$ cat src/rtl/virq_pkg.sv
package virq_pkg;
  typedef enum logic [1:0] {
    LR_INVALID  = 2'b00,
    LR_PENDING  = 2'b01,
    LR_ACTIVE   = 2'b10,
    LR_PEND_ACT = 2'b11
  } lr_state_e;

  localparam int DEF_NUM_LR = 4;
  localparam int DEF_ID_W   = 10;
  localparam int DEF_PRIO_W = 5;

  localparam int FLD_ID_LSB   = 0;
  localparam int FLD_PRIO_LSB = 16;
  localparam int FLD_ST_LSB   = 30;

  localparam int REG_CTRL  = 0;
  localparam int REG_EMPTY = 1;
  localparam int REG_LR0   = 4;
endpackage

$ cat src/rtl/lr_bank.sv
module lr_bank
  import virq_pkg::*;
#(
  parameter int NUM_LR = DEF_NUM_LR,
  parameter int ID_W   = DEF_ID_W,
  parameter int PRIO_W = DEF_PRIO_W,
  parameter int IDX_W  = (NUM_LR > 1) ? $clog2(NUM_LR) : 1
) (
  input  logic                             clk,
  input  logic                             rst,
  input  logic [NUM_LR-1:0]                wr_sel,
  input  logic [ID_W-1:0]                  wr_id,
  input  logic [PRIO_W-1:0]                wr_prio,
  input  logic [1:0]                       wr_state,
  input  logic                             ack_fire,
  input  logic [IDX_W-1:0]                 ack_idx,
  input  logic                             eoi_req,
  input  logic [ID_W-1:0]                  eoi_id,
  output logic [NUM_LR-1:0][ID_W-1:0]      ids,
  output logic [NUM_LR-1:0][PRIO_W-1:0]    prios,
  output logic [NUM_LR-1:0][1:0]           states,
  output logic                             eoi_frees
);
  logic [NUM_LR-1:0][ID_W-1:0]   id_q;
  logic [NUM_LR-1:0][PRIO_W-1:0] prio_q;
  logic [NUM_LR-1:0][1:0]        st_q;

  logic [NUM_LR-1:0] eoi_hit;
  logic              eoi_any;
  logic [IDX_W-1:0]  eoi_idx;

  // lowest-index active entry carrying the completed ID
  always_comb begin
    eoi_any = 1'b0;
    eoi_idx = '0;
    for (int i = 0; i < NUM_LR; i++) begin
      eoi_hit[i] = st_q[i][1] && (id_q[i] == eoi_id);
      if (eoi_hit[i] && !eoi_any) begin
        eoi_any = 1'b1;
        eoi_idx = IDX_W'(i);
      end
    end
  end

  assign eoi_frees = eoi_req && eoi_any && (st_q[eoi_idx] == LR_ACTIVE)
                     && !wr_sel[eoi_idx];

  generate
    for (genvar g = 0; g < NUM_LR; g++) begin : g_entry
      always_ff @(posedge clk) begin
        if (rst) begin
          id_q[g]   <= '0;
          prio_q[g] <= '0;
          st_q[g]   <= LR_INVALID;
        end else if (wr_sel[g]) begin
          id_q[g]   <= wr_id;
          prio_q[g] <= wr_prio;
          st_q[g]   <= wr_state;
        end else if (ack_fire && (ack_idx == IDX_W'(g))) begin
          st_q[g] <= LR_ACTIVE;
        end else if (eoi_req && eoi_any && (eoi_idx == IDX_W'(g))) begin
          st_q[g] <= (st_q[g] == LR_ACTIVE) ? LR_INVALID : LR_PENDING;
        end
      end
    end
  endgenerate

  assign ids    = id_q;
  assign prios  = prio_q;
  assign states = st_q;
endmodule

$ cat src/rtl/lr_arbiter.sv
module lr_arbiter
  import virq_pkg::*;
#(
  parameter int NUM_LR = DEF_NUM_LR,
  parameter int ID_W   = DEF_ID_W,
  parameter int PRIO_W = DEF_PRIO_W,
  parameter int IDX_W  = (NUM_LR > 1) ? $clog2(NUM_LR) : 1
) (
  input  logic [NUM_LR-1:0][ID_W-1:0]   ids,
  input  logic [NUM_LR-1:0][PRIO_W-1:0] prios,
  input  logic [NUM_LR-1:0][1:0]        states,
  output logic                          cand_valid,
  output logic [IDX_W-1:0]              cand_idx,
  output logic [ID_W-1:0]               cand_id,
  output logic [PRIO_W-1:0]             cand_prio
);
  localparam logic [ID_W-1:0] RSV_BASE = ID_W'((1 << ID_W) - 4);

  logic [NUM_LR-1:0] eligible;

  // strict less-than keeps the lower index on equal priority
  always_comb begin
    cand_valid = 1'b0;
    cand_idx   = '0;
    cand_id    = '0;
    cand_prio  = '0;
    for (int i = 0; i < NUM_LR; i++) begin
      eligible[i] = (states[i] == LR_PENDING) && (ids[i] < RSV_BASE);
      if (eligible[i] && (!cand_valid || (prios[i] < cand_prio))) begin
        cand_valid = 1'b1;
        cand_idx   = IDX_W'(i);
        cand_id    = ids[i];
        cand_prio  = prios[i];
      end
    end
  end
endmodule

$ cat src/rtl/lr_floor.sv
module lr_floor
  import virq_pkg::*;
#(
  parameter int NUM_LR = DEF_NUM_LR,
  parameter int PRIO_W = DEF_PRIO_W
) (
  input  logic [NUM_LR-1:0][PRIO_W-1:0] prios,
  input  logic [NUM_LR-1:0][1:0]        states,
  output logic [PRIO_W:0]               floor_prio
);
  localparam logic [PRIO_W:0] IDLE_FLOOR = {1'b1, {PRIO_W{1'b0}}};

  // most urgent priority among entries being serviced
  always_comb begin
    floor_prio = IDLE_FLOOR;
    for (int i = 0; i < NUM_LR; i++) begin
      if (states[i][1] && ({1'b0, prios[i]} < floor_prio))
        floor_prio = {1'b0, prios[i]};
    end
  end
endmodule

$ cat src/rtl/virq_lr_inject.sv
module virq_lr_inject
  import virq_pkg::*;
#(
  parameter int NUM_LR = DEF_NUM_LR,
  parameter int ID_W   = DEF_ID_W,
  parameter int PRIO_W = DEF_PRIO_W,
  parameter int AW     = 4,
  parameter int DW     = 32
) (
  input  logic            clk,
  input  logic            rst,
  input  logic            hv_wr_en,
  input  logic            hv_rd_en,
  input  logic [AW-1:0]   hv_addr,
  input  logic [DW-1:0]   hv_wdata,
  output logic [DW-1:0]   hv_rdata,
  input  logic            gst_ack,
  output logic [ID_W-1:0] gst_ack_id,
  input  logic            gst_eoi,
  input  logic [ID_W-1:0] gst_eoi_id,
  output logic            virq
);
  localparam int IDX_W = (NUM_LR > 1) ? $clog2(NUM_LR) : 1;
  localparam logic [ID_W-1:0] SPUR_ID = {ID_W{1'b1}};

  logic                          en_q;
  logic [DW-1:0]                 rdata_q;
  logic [ID_W-1:0]               ack_id_q;
  logic                          virq_q;

  logic [NUM_LR-1:0]             wr_sel;
  logic [NUM_LR-1:0][ID_W-1:0]   ids;
  logic [NUM_LR-1:0][PRIO_W-1:0] prios;
  logic [NUM_LR-1:0][1:0]        states;
  logic [NUM_LR-1:0]             empty_vec;
  logic [NUM_LR-1:0]             active_vec;
  logic                          cand_valid;
  logic [IDX_W-1:0]              cand_idx;
  logic [ID_W-1:0]               cand_id;
  logic [PRIO_W-1:0]             cand_prio;
  logic [PRIO_W:0]               floor_prio;
  logic                          deliverable;
  logic                          ack_fire;
  logic                          eoi_frees;
  logic [DW-1:0]                 rd_mux;

  wire unused_wdata = ^hv_wdata;

  // write decode into list registers
  always_comb begin
    for (int i = 0; i < NUM_LR; i++)
      wr_sel[i] = hv_wr_en && (int'(hv_addr) == REG_LR0 + i);
  end

  generate
    for (genvar g = 0; g < NUM_LR; g++) begin : g_status
      assign empty_vec[g]  = (states[g] == LR_INVALID);
      assign active_vec[g] = states[g][1];
    end
  endgenerate

  lr_bank #(
    .NUM_LR(NUM_LR), .ID_W(ID_W), .PRIO_W(PRIO_W), .IDX_W(IDX_W)
  ) u_bank (
    .clk       (clk),
    .rst       (rst),
    .wr_sel    (wr_sel),
    .wr_id     (hv_wdata[FLD_ID_LSB +: ID_W]),
    .wr_prio   (hv_wdata[FLD_PRIO_LSB +: PRIO_W]),
    .wr_state  (hv_wdata[FLD_ST_LSB +: 2]),
    .ack_fire  (ack_fire),
    .ack_idx   (cand_idx),
    .eoi_req   (gst_eoi),
    .eoi_id    (gst_eoi_id),
    .ids       (ids),
    .prios     (prios),
    .states    (states),
    .eoi_frees (eoi_frees)
  );

  lr_arbiter #(
    .NUM_LR(NUM_LR), .ID_W(ID_W), .PRIO_W(PRIO_W), .IDX_W(IDX_W)
  ) u_arb (
    .ids        (ids),
    .prios      (prios),
    .states     (states),
    .cand_valid (cand_valid),
    .cand_idx   (cand_idx),
    .cand_id    (cand_id),
    .cand_prio  (cand_prio)
  );

  lr_floor #(
    .NUM_LR(NUM_LR), .PRIO_W(PRIO_W)
  ) u_floor (
    .prios      (prios),
    .states     (states),
    .floor_prio (floor_prio)
  );

  assign deliverable = en_q && cand_valid && ({1'b0, cand_prio} < floor_prio);
  assign ack_fire    = gst_ack && deliverable;

  always_comb begin
    rd_mux = '0;
    if (int'(hv_addr) == REG_CTRL) begin
      rd_mux[0] = en_q;
    end else if (int'(hv_addr) == REG_EMPTY) begin
      rd_mux[NUM_LR-1:0] = empty_vec;
    end else begin
      for (int i = 0; i < NUM_LR; i++) begin
        if (int'(hv_addr) == REG_LR0 + i) begin
          rd_mux[FLD_ID_LSB +: ID_W]     = ids[i];
          rd_mux[FLD_PRIO_LSB +: PRIO_W] = prios[i];
          rd_mux[FLD_ST_LSB +: 2]        = states[i];
        end
      end
    end
  end

  always_ff @(posedge clk) begin
    if (rst) begin
      en_q     <= 1'b0;
      rdata_q  <= '0;
      ack_id_q <= SPUR_ID;
      virq_q   <= 1'b0;
    end else begin
      if (hv_wr_en && (int'(hv_addr) == REG_CTRL))
        en_q <= hv_wdata[0];
      if (hv_rd_en)
        rdata_q <= rd_mux;
      if (gst_ack)
        ack_id_q <= deliverable ? cand_id : SPUR_ID;
      virq_q <= deliverable;
    end
  end

  assign hv_rdata   = rdata_q;
  assign gst_ack_id = ack_id_q;
  assign virq       = virq_q;
endmodule

$ cat config.mk
export PLATFORM = sky130hd
export DESIGN_NAME = virq_lr_inject
export DESIGN_NICKNAME = d
export VERILOG_FILES = /design/src/rtl/virq_pkg.sv /design/src/rtl/lr_bank.sv /design/src/rtl/lr_arbiter.sv /design/src/rtl/lr_floor.sv /design/src/rtl/virq_lr_inject.sv
export SDC_FILE = /design/constraint.sdc
export NUM_CORES = 1
export LEC_CHECK = 0
export BUFFER_PORTS_ARGS = -buffer_cell sky130_fd_sc_hd__buf_4
export CORE_MARGIN = 2
export CORE_UTILIZATION = 45
export CTS_CLUSTER_DIAMETER = 200
export DETAILED_ROUTE_END_ITERATION = 6
export PLACE_DENSITY_LB_ADDON = 0.2
export SLEW_MARGIN = 20
export SYNTH_ARGS = -nofsm -noshare
export SYNTH_HDL_FRONTEND = slang
export SYNTH_SLANG_ARGS = --single-unit
$ cat constraint.sdc
create_clock -name clk -period 9.2 [get_ports clk]
set_clock_uncertainty 0.1 [all_clocks]
set_input_delay 0 -clock clk [delete_from_list [all_inputs] [get_ports clk]]
set_output_delay 0 -clock clk [all_outputs]
set_load 0.1 [all_outputs]
==> metrics.txt, run 1 <==
Area Growth Syn to Fin=15.0%; outcome=complete, no violations; fmax=between 0.1 and 0.15 GHz; cell taking the most area after synthesis=dfxtp_1; Die ar.=between 15000 and 20000 µm²; Least-Margin Pin Slew=~1.1 ns; asr flop ratio synth=0; Hold Vio Cnt, Final=0; syn_area_per_cell=~7.5 µm²; Yosys reg bits=97; PwrDens=133 nW/µm²; Slowest cell on crit path=a2111oi_0; routed vias=6309; delay-heaviest family, CP=compound AO/OA/AOI/OAI gates; H-tree depth=3; post-synth top area share=0.306; vias per cell=between 5 and 6; initial antenna violation count=0; CTS tree=built; cell count after synthesis=around 850; ranking of synthesized cells by area=dfxtp_1, nand2_1, a21oi_1; sequential area share after synthesis=0.306; total CTS buffers=9; Worst Hold Class=primary input to register; CTS clk-pin slew, worst paths=about 0.07 ns; mux cell area share after synthesis=0.0629; setup violators final=0; DRT antenna net count=0; layout cell share with drive strength beyond 1=0.116; register area=1940 µm²; XOR/XNOR Fraction of Synth Area=0.0552; Main synth FF type=dfxtp_1; routability cong.=between 0.9 and 1; DP HPWL=~14000 µm; DRC=0; largest net degree at the start of global routing=just over 90; critical path arrival=8.47 ns; # rows=between 40 and 50; core area=approximately 14000 µm²; grt ovf=0; Total Wirelength=about 21000 µm; setup TNS=0 ns; Synth Area in Simple Gates=0.230; largest family of logic cells by synthesized area=simple AND/OR/NAND/NOR gates; IO buf count=64; post-synthesis instance area=~6300 µm²; clk_lat worst skew=approximately 0.36 ns; Netlist cell types=slightly above 60; fin crit period=between 8 and 9 ns; nets=970; Initial Util=0.459; drt first-iter violations=slightly below 700; Detailed Routing Iterations Pass 1=7; IO Count=95; Sink Count=97; count leader, synth=nand2_1; Worst Path Max Fanout=11; critical path's largest stage delay=around 0.63 ns; EDFF count, synth=0; clk root buf=clkbuf_16; CP required=9.30 ns; DP Cell Count=between 1000 and 1500; non-filler cells, final=between 1000 and 1500; Rel. slew slack=0.279; Worst Path Buf+Inv=1; fillcell total=1396; compound-gate portion of the synthesized area=0.226; Chip Height=approximately 120 µm; Total Routing Usage GR=0.281; Die Span X=roughly 120 µm; most frequent CP cell=a21oi_1; fin. max-slew vios=0; Ys Warns=0; top cells by count, synth=nand2_1, a21oi_1, dfxtp_1; crit path capture type=register; unrepaired setup endpoints after global routing=false; period utilisation layout=0.909; clk buf depth=2; Crit Path Class=register to register; Leakage=approximately 2.7 nW; area of the multi-input gates=4060 µm²; Max-Cap Viols=0; postcts setup bufs=0; wire length per cell=about 19 µm; first-pass GRT wire length=between 30000 and 40000 µm; vias in the first global route=5524; n_diodes=0; VDD IR-drop max=~0.08 mV; Synth Area in Adders=0.0552; CP Launch Type=register
[registers in the layout, summed over array words and instances (netlist names)]
register       cells
en_q               1
gst_ack_id        10
hv_rdata          17
u_bank.ids        40
u_bank.prios      20
u_bank.states      8
virq               1
[layout make-up]
cell class | instances | area share
Inverter | 13 | 0.00669
Clock inverter | 5 | 0.00840
Timing Repair Buffer | 89 | 0.0988
Multi-Input combinational cell | 680 | 0.556
Tap cell | 180 | 0.0309
Sequential cell | 97 | 0.266
Clock buffer | 10 | 0.0328
[layer usage]
layer	global-route usage	part of all wire
met5	0	0
met4	0.102	0.027
met3	0.0516	0.098
met2	0.397	0.42
met1	0.419	0.46
[path summary, 6_finish.rpt]
kind                      start  cells after the start  slack (ns)          endpoint
hold reg to reg     hv_rdata[0]                      2        0.37       hv_rdata[0]
setup reg to reg  u_bank.ids[3]                     34        0.84  u_bank.states[0]
hold / removal       hv_addr[1]                      3        0.04      hv_rdata[20]
setup / recovery  u_bank.ids[3]                     34        0.84  u_bank.states[0]
[through the flow]
stage,utilization,total power [mW],instance area [µm²],setup WS (ns),hold WS (ns)
after CTS,0.527,0.974,7290,0.801,0.0328
final,0.528,0.972,7300,0.835,0.0412
after floorplan,-,0.546,6400,2.22,0.0360
after detailed placement,0.490,0.578,6780,0.867,0.177
after global routing,0.528,1.00,7300,0.0597,0.0661
after global placement,0.490,0.577,6780,0.940,0.174
[worst reg2reg max path, delay by kind of cell (launching register included)]
kind	cells	cell delay [ns]
compound gates	23	5.05
simple gates	6	1.20
fa+ha+maj	4	1.18
flops	1	0.50
buf+inv	1	0.20
[cells by family after synthesis]
logic type               Yosys count
multiplexers                      39
XOR/XNOR                          40
flip-flops                        97
buffers and inverters             85
AND/OR/NAND/NOR                  321
other                              1
AO/OA/AOI/OAI                    237
adder cells (fa/ha/maj)           28
[timing repair]
action	in CTS	in global routing
resized for setup	0	1
endpoints found under the hold margin	86	0
hold buffers	21	0
endpoints found under the setup margin	0	10
[where the power goes]
part           switching [mW]  internal, mW  leakage (nW)
Sequential            0.00838         0.426         0.784
Clock                   0.176         0.219         0.149
Combinational          0.0989        0.0446          1.72
[placed cells by master (no fill, tap or decap), drive strengths merged, types with 4 or more instances in the layout]
cell / synthesis / layout
o211ai: 8 / 8
nand2b: 19 / 19
o21a: 16 / 16
nor2b: 6 / 6
nand2: 187 / 187
o21ai: 39 / 39
mux2: 7 / 7
dlygate4sd3: 0 / 21
dfxtp: 97 / 97
a31oi: 11 / 11
a21o: 5 / 5
mux2i: 32 / 32
nor2: 46 / 46
xnor2: 40 / 40
nor3: 6 / 6
o211a: 4 / 4
conb: 1 / 15
nand4: 22 / 22
nor3b: 4 / 4
a21oi: 116 / 116
a22o: 10 / 10
buf: 28 / 68
o22ai: 6 / 6
nor4: 5 / 5
nand3: 10 / 10
inv: 13 / 15
clkbuf: 44 / 10
ha: 28 / 28
Note: power is estimated with default switching activity, not from simulation.
==> run 2: changes to the inputs <==
MAX_ROUTING_LAYER = met4   (was unset)
SLEW_MARGIN = 5   (was 20)
==> metrics.txt, run 2 (synthesis gave the netlist of run 1 again) <==
CP required=9.30 ns (about the same); Worst Hold Class=primary input to register (unchanged); Die ar.=15100 µm² (unchanged); CTS tree=built (unchanged); vias per cell=5.76 (was 5.87); wire length per cell=19.0 µm (was 19.3 µm); total power=941 µW (was 972 µW); DRC=0 (unchanged); clk buf depth=2 (unchanged); register area=1940 µm² (unchanged); routed vias=6189 (was 6309); Slowest cell on crit path=a2111oi_0 (unchanged); DP HPWL=14100 µm (about the same); Design Area, Final=7280 µm² (was 7300 µm²); Leakage=2.63 nW (was 2.65 nW); clk root buf=clkbuf_16 (unchanged); fin. max-slew vios=0 (unchanged); commonest non-fill, non-tap cell in the layout=nand2_1 (unchanged); Initial Util=0.459 (unchanged); Worst Path Buf+Inv=1 (unchanged); Area Growth Syn to Fin=14.7% (was 15.0%); non-filler cells, final=1075 (was 1074); grt ovf=0 (unchanged); Worst Path Max Fanout=11 (unchanged); area of the multi-input gates=4060 µm² (unchanged); WL met2=8740 µm (was 8610 µm); largest net degree at the start of global routing=91 (unchanged); nets=970 (unchanged); core area=13800 µm² (unchanged); H-tree depth=3 (unchanged); Chip Height=123 µm (unchanged); Rel. slew slack=0.314 (was 0.279); fillcell total=1347 (was 1396); n_diodes=0 (unchanged); Least-Margin Pin Slew=1.03 ns (was 1.08 ns); crit path capture type=register (unchanged); outcome=complete, no violations (unchanged); Total Wirelength=20500 µm (was 20700 µm); IO buf count=64 (unchanged); PwrDens=129 nW/µm² (was 133 nW/µm²); critical path arrival=8.44 ns (was 8.47 ns); Sink Count=97 (unchanged); M1 WL=9640 µm (was 9490 µm); period utilisation layout=0.906 (was 0.909); max reg flops=40 (unchanged); CP Launch Type=register (unchanged); DP Cell Count=1038 (unchanged); routability cong.=0.933 (was 0.920); vias in the first global route=5506 (was 5524); minimum hold slack=0.0246 ns (was 0.0412 ns); DR top layer=met4 (unchanged); setup TNS=0 ns (unchanged); Die Span X=123 µm (unchanged); fmax=0.120 GHz (about the same); dpl cell area=6780 µm² (unchanged); delay-heaviest family, CP=compound AO/OA/AOI/OAI gates (unchanged); IO Count=95 (unchanged); most frequent cells in the layout=nand2_1, a21oi_1, dfxtp_1 (unchanged); Detailed Routing Iterations Pass 1=5 (was 7); unrepaired setup endpoints after global routing=false (unchanged); Crit Path Class=register to register (unchanged); setup ws final=0.864 ns (was 0.835 ns); DRT antenna net count=0 (unchanged); CTS clk-pin slew, worst paths=0.07 ns (about the same); initial antenna violation count=0 (unchanged); fin crit period=8.34 ns (was 8.36 ns); # rows=43 (unchanged); total CTS buffers=9 (unchanged); setup violators final=0 (unchanged); Hold Vio Cnt, Final=0 (unchanged); drt first-iter violations=599 (was 686); critical path's largest stage delay=0.59 ns (was 0.63 ns); Total Routing Usage GR=0.285 (was 0.281); met3 wire length=1680 µm (was 2030 µm); post-layout util=0.526 (was 0.528); layout cell share with drive strength beyond 1=0.116 (about the same); VDD IR-drop max=0.0774 mV (was 0.0802 mV); first-pass GRT wire length=31300 µm (was 31700 µm); postcts setup bufs=0 (unchanged); Max-Cap Viols=0 (unchanged); pre-CTS WS=0.840 ns (was 0.867 ns); clk_lat worst skew=0.36 ns (about the same)
-- run 2: cell count changes in the layout (fill, tap and decap cells not counted) --
cell / change
clkbuf_8: -1
inv_8: +2
clkbuf_1: +1
inv_6: -2
clkinvlp_4: +2
bufinv_16: -1
-- run 2: power by group --
part	total [mW]	leakage (nW)	switching (mW)	internal, mW
combinational	0.143	1.72	0.0990	0.0443
sequential	0.434	0.784	0.00841	0.426
clock	0.364	0.133	0.177	0.187
total	0.941	2.63	0.284	0.657
-- run 2: repair_timing --
item                       CTS  global route
hold endpoints to repair    86             0
hold buffers                21             0
setup endpoints to repair    0            10
gates resized for setup      0             1
-- run 2: worst reg2reg max path, delay by kind of cell (launching register included) --
| family | cells | cell delay (ns) |
|---|---|---|
| compound gates | 22 | 4.85 |
| simple gates | 7 | 1.42 |
| fa+ha+maj | 4 | 1.21 |
| flops | 1 | 0.37 |
| buf+inv | 1 | 0.20 |
-- run 2: path summary, 6_finish.rpt --
kind                                    endpoint  cells after the start  slack, ns        startpoint
worst min-delay path                hv_rdata[30]                      3       0.02        hv_addr[1]
worst max-delay path            u_bank.states[0]                     34       0.86  u_bank.states[0]
worst min register to register       hv_rdata[5]                      2       0.37       hv_rdata[5]
worst max register to register  u_bank.states[0]                     34       0.86  u_bank.states[0]
-- run 2: area by class of cell --
type                       instances  share of cell area
multi-input combinational        680               0.558
sequential                        97               0.267
timing repair buffer              89              0.0991
clock buffer                      10              0.0315
tap                              180              0.0310
clock inverter                     6             0.00705
inverter                          13             0.00671
-- run 2: routing by layer --
| layer | vias up | global-route usage |
|---|---|---|
| li1 | 3020 | - |
| met1 | 2873 | 0.410 |
| met2 | 269 | 0.399 |
| met3 | 27 | 0.0428 |
| met4 | 0 | 0.107 |
| met5 | - | - |
==> run 3: changes to the inputs <==
CTS_BUF_LIST = sky130_fd_sc_hd__clkbuf_16   (was unset)
==> metrics.txt, run 3 (synthesis gave the netlist of run 1 again) <==
outcome=complete, no violations (unchanged); total CTS buffers=9 (unchanged); Rel. slew slack=0.309 (was 0.314); # rows=43 (unchanged); max reg flops=40 (unchanged); Logic pwr share=0.152 (about the same); H-tree depth=3 (unchanged); Crit Path Class=register to register (unchanged); Area Growth Syn to Fin=14.7% (unchanged); clk root buf=clkbuf_16 (unchanged); Die Span X=123 µm (unchanged); Sequential Power Share=0.460 (was 0.461); Worst Hold Class=primary input to register (unchanged); most frequent cells in the layout=nand2_1, a21oi_1, dfxtp_1 (unchanged); sw power=287 µW (was 284 µW); crit path capture type=register (unchanged); fmax=0.120 GHz (about the same); total power=943 µW (was 941 µW); DRC=0 (unchanged); PwrDens=130 nW/µm² (was 129 nW/µm²); vias in the first global route=5506 (unchanged); DRT antenna net count=0 (unchanged); Total Wirelength=20500 µm (about the same); VDD IR-drop max=0.0795 mV (was 0.0774 mV); CTS tree=built (unchanged); CP Launch Type=register (unchanged); Least-Margin Pin Slew=1.03 ns (about the same); period utilisation layout=0.904 (was 0.906); CTS clk-pin slew, worst paths=0.07 ns (about the same); setup TNS=0 ns (unchanged); Worst Path Buf+Inv=1 (unchanged); fin crit period=8.32 ns (was 8.34 ns); first-pass GRT wire length=31300 µm (unchanged); critical path arrival=8.42 ns (was 8.44 ns); routability cong.=0.933 (unchanged); Total Routing Usage GR=0.285 (unchanged); drt first-iter violations=623 (was 599); Clk network pwr share=0.388 (was 0.387); IO Count=95 (unchanged); layout cell share with drive strength beyond 1=0.116 (unchanged); grt ovf=0 (unchanged); core area=13800 µm² (unchanged); CP required=9.31 ns (was 9.30 ns); Max-Cap Viols=0 (unchanged); fin. max-slew vios=0 (unchanged); n_diodes=0 (unchanged); Cell Int Power=656 µW (was 657 µW); IO buf count=64 (unchanged); Leakage=2.64 nW (was 2.63 nW); nets=970 (unchanged); switching share of total power=0.304 (was 0.302); clk_lat worst skew=0.36 ns (about the same); clk buf depth=2 (unchanged); Sink Count=97 (unchanged); vias per cell=5.76 (about the same); setup violators final=0 (unchanged); wire length per cell=19.1 µm (was 19.0 µm); delay-heaviest family, CP=compound AO/OA/AOI/OAI gates (unchanged); DP HPWL=14100 µm (unchanged); Initial Util=0.459 (unchanged); Die ar.=15100 µm² (unchanged); Slowest cell on crit path=a2111oi_0 (unchanged); Hold Vio Cnt, Final=0 (unchanged); Detailed Routing Iterations Pass 1=5 (unchanged); critical path's largest stage delay=0.59 ns (about the same); initial antenna violation count=0 (unchanged); Chip Height=123 µm (unchanged); unrepaired setup endpoints after global routing=false (unchanged); minimum hold slack=0.0173 ns (was 0.0246 ns); routed vias=6192 (was 6189); Worst Path Max Fanout=11 (unchanged); largest net degree at the start of global routing=91 (unchanged); commonest non-fill, non-tap cell in the layout=nand2_1 (unchanged)
-- run 3: layout make-up --
class                           count  area, µm²
Clock inverter                      7       55.1
Tap cell                          180        225
Clock buffer                        9        225
Fill cell                        1347       6550
Inverter                           13       48.8
Timing Repair Buffer               89        721
Sequential cell                    97       1940
Multi-Input combinational cell    680       4060
-- run 3: power groups by stage --
| stage | combinational (mW) | sequential (mW) | clock (mW) |
|---|---|---|---|
| after detailed placement | 0.135 | 0.443 | 0 |
| after CTS | 0.142 | 0.434 | 0.368 |
| after floorplan | 0.0916 | 0.454 | 0 |
| final | 0.143 | 0.434 | 0.365 |
| after global placement | 0.134 | 0.443 | 0 |
| after global routing | 0.152 | 0.434 | 0.387 |
-- run 3: routing by layer --
layer,routed length (µm),vias up,GRT usage
met3,1630,27,0.0428
met4,417,0,0.107
met1,9690,2869,0.410
li1,-,3021,-
met5,0,-,-
met2,8760,275,0.399
-- run 3: tightest hold or removal path: cells and delay by family --
kind	cells	cell delay, ns
buf+inv	1	0.19
compound gates	2	0.24
-- run 3: worst paths after layout --
kind,from,end,slack [ns],depth (start not counted)
setup / recovery,u_bank.states[0],u_bank.states[0],0.88,34
hold / removal,hv_addr[1],hv_rdata[30],0.02,3
setup reg to reg,u_bank.states[0],u_bank.states[0],0.88,34
hold reg to reg,hv_rdata[5],hv_rdata[5],0.37,2
-- run 3: metrics by stage --
step | instance area [µm²] | cells | utilization | setup slack (ns)
floorplan | 6400 | 862 | - | 2.22
global placement | 6780 | 1038 | 0.490 | 0.946
detailed placement | 6780 | 1038 | 0.490 | 0.840
CTS | 7270 | 1075 | 0.526 | 0.819
global route | 7280 | 1075 | 0.526 | 0.0819
finish | 7280 | 1075 | 0.526 | 0.883
-- run 3: repair_timing --
item                                    in CTS  in global routing
endpoints found under the setup margin       0                 10
buffers inserted                             0                  0
resized for setup                            0                  1
endpoints found under the hold margin       86                  0
hold buffers                                21                  0
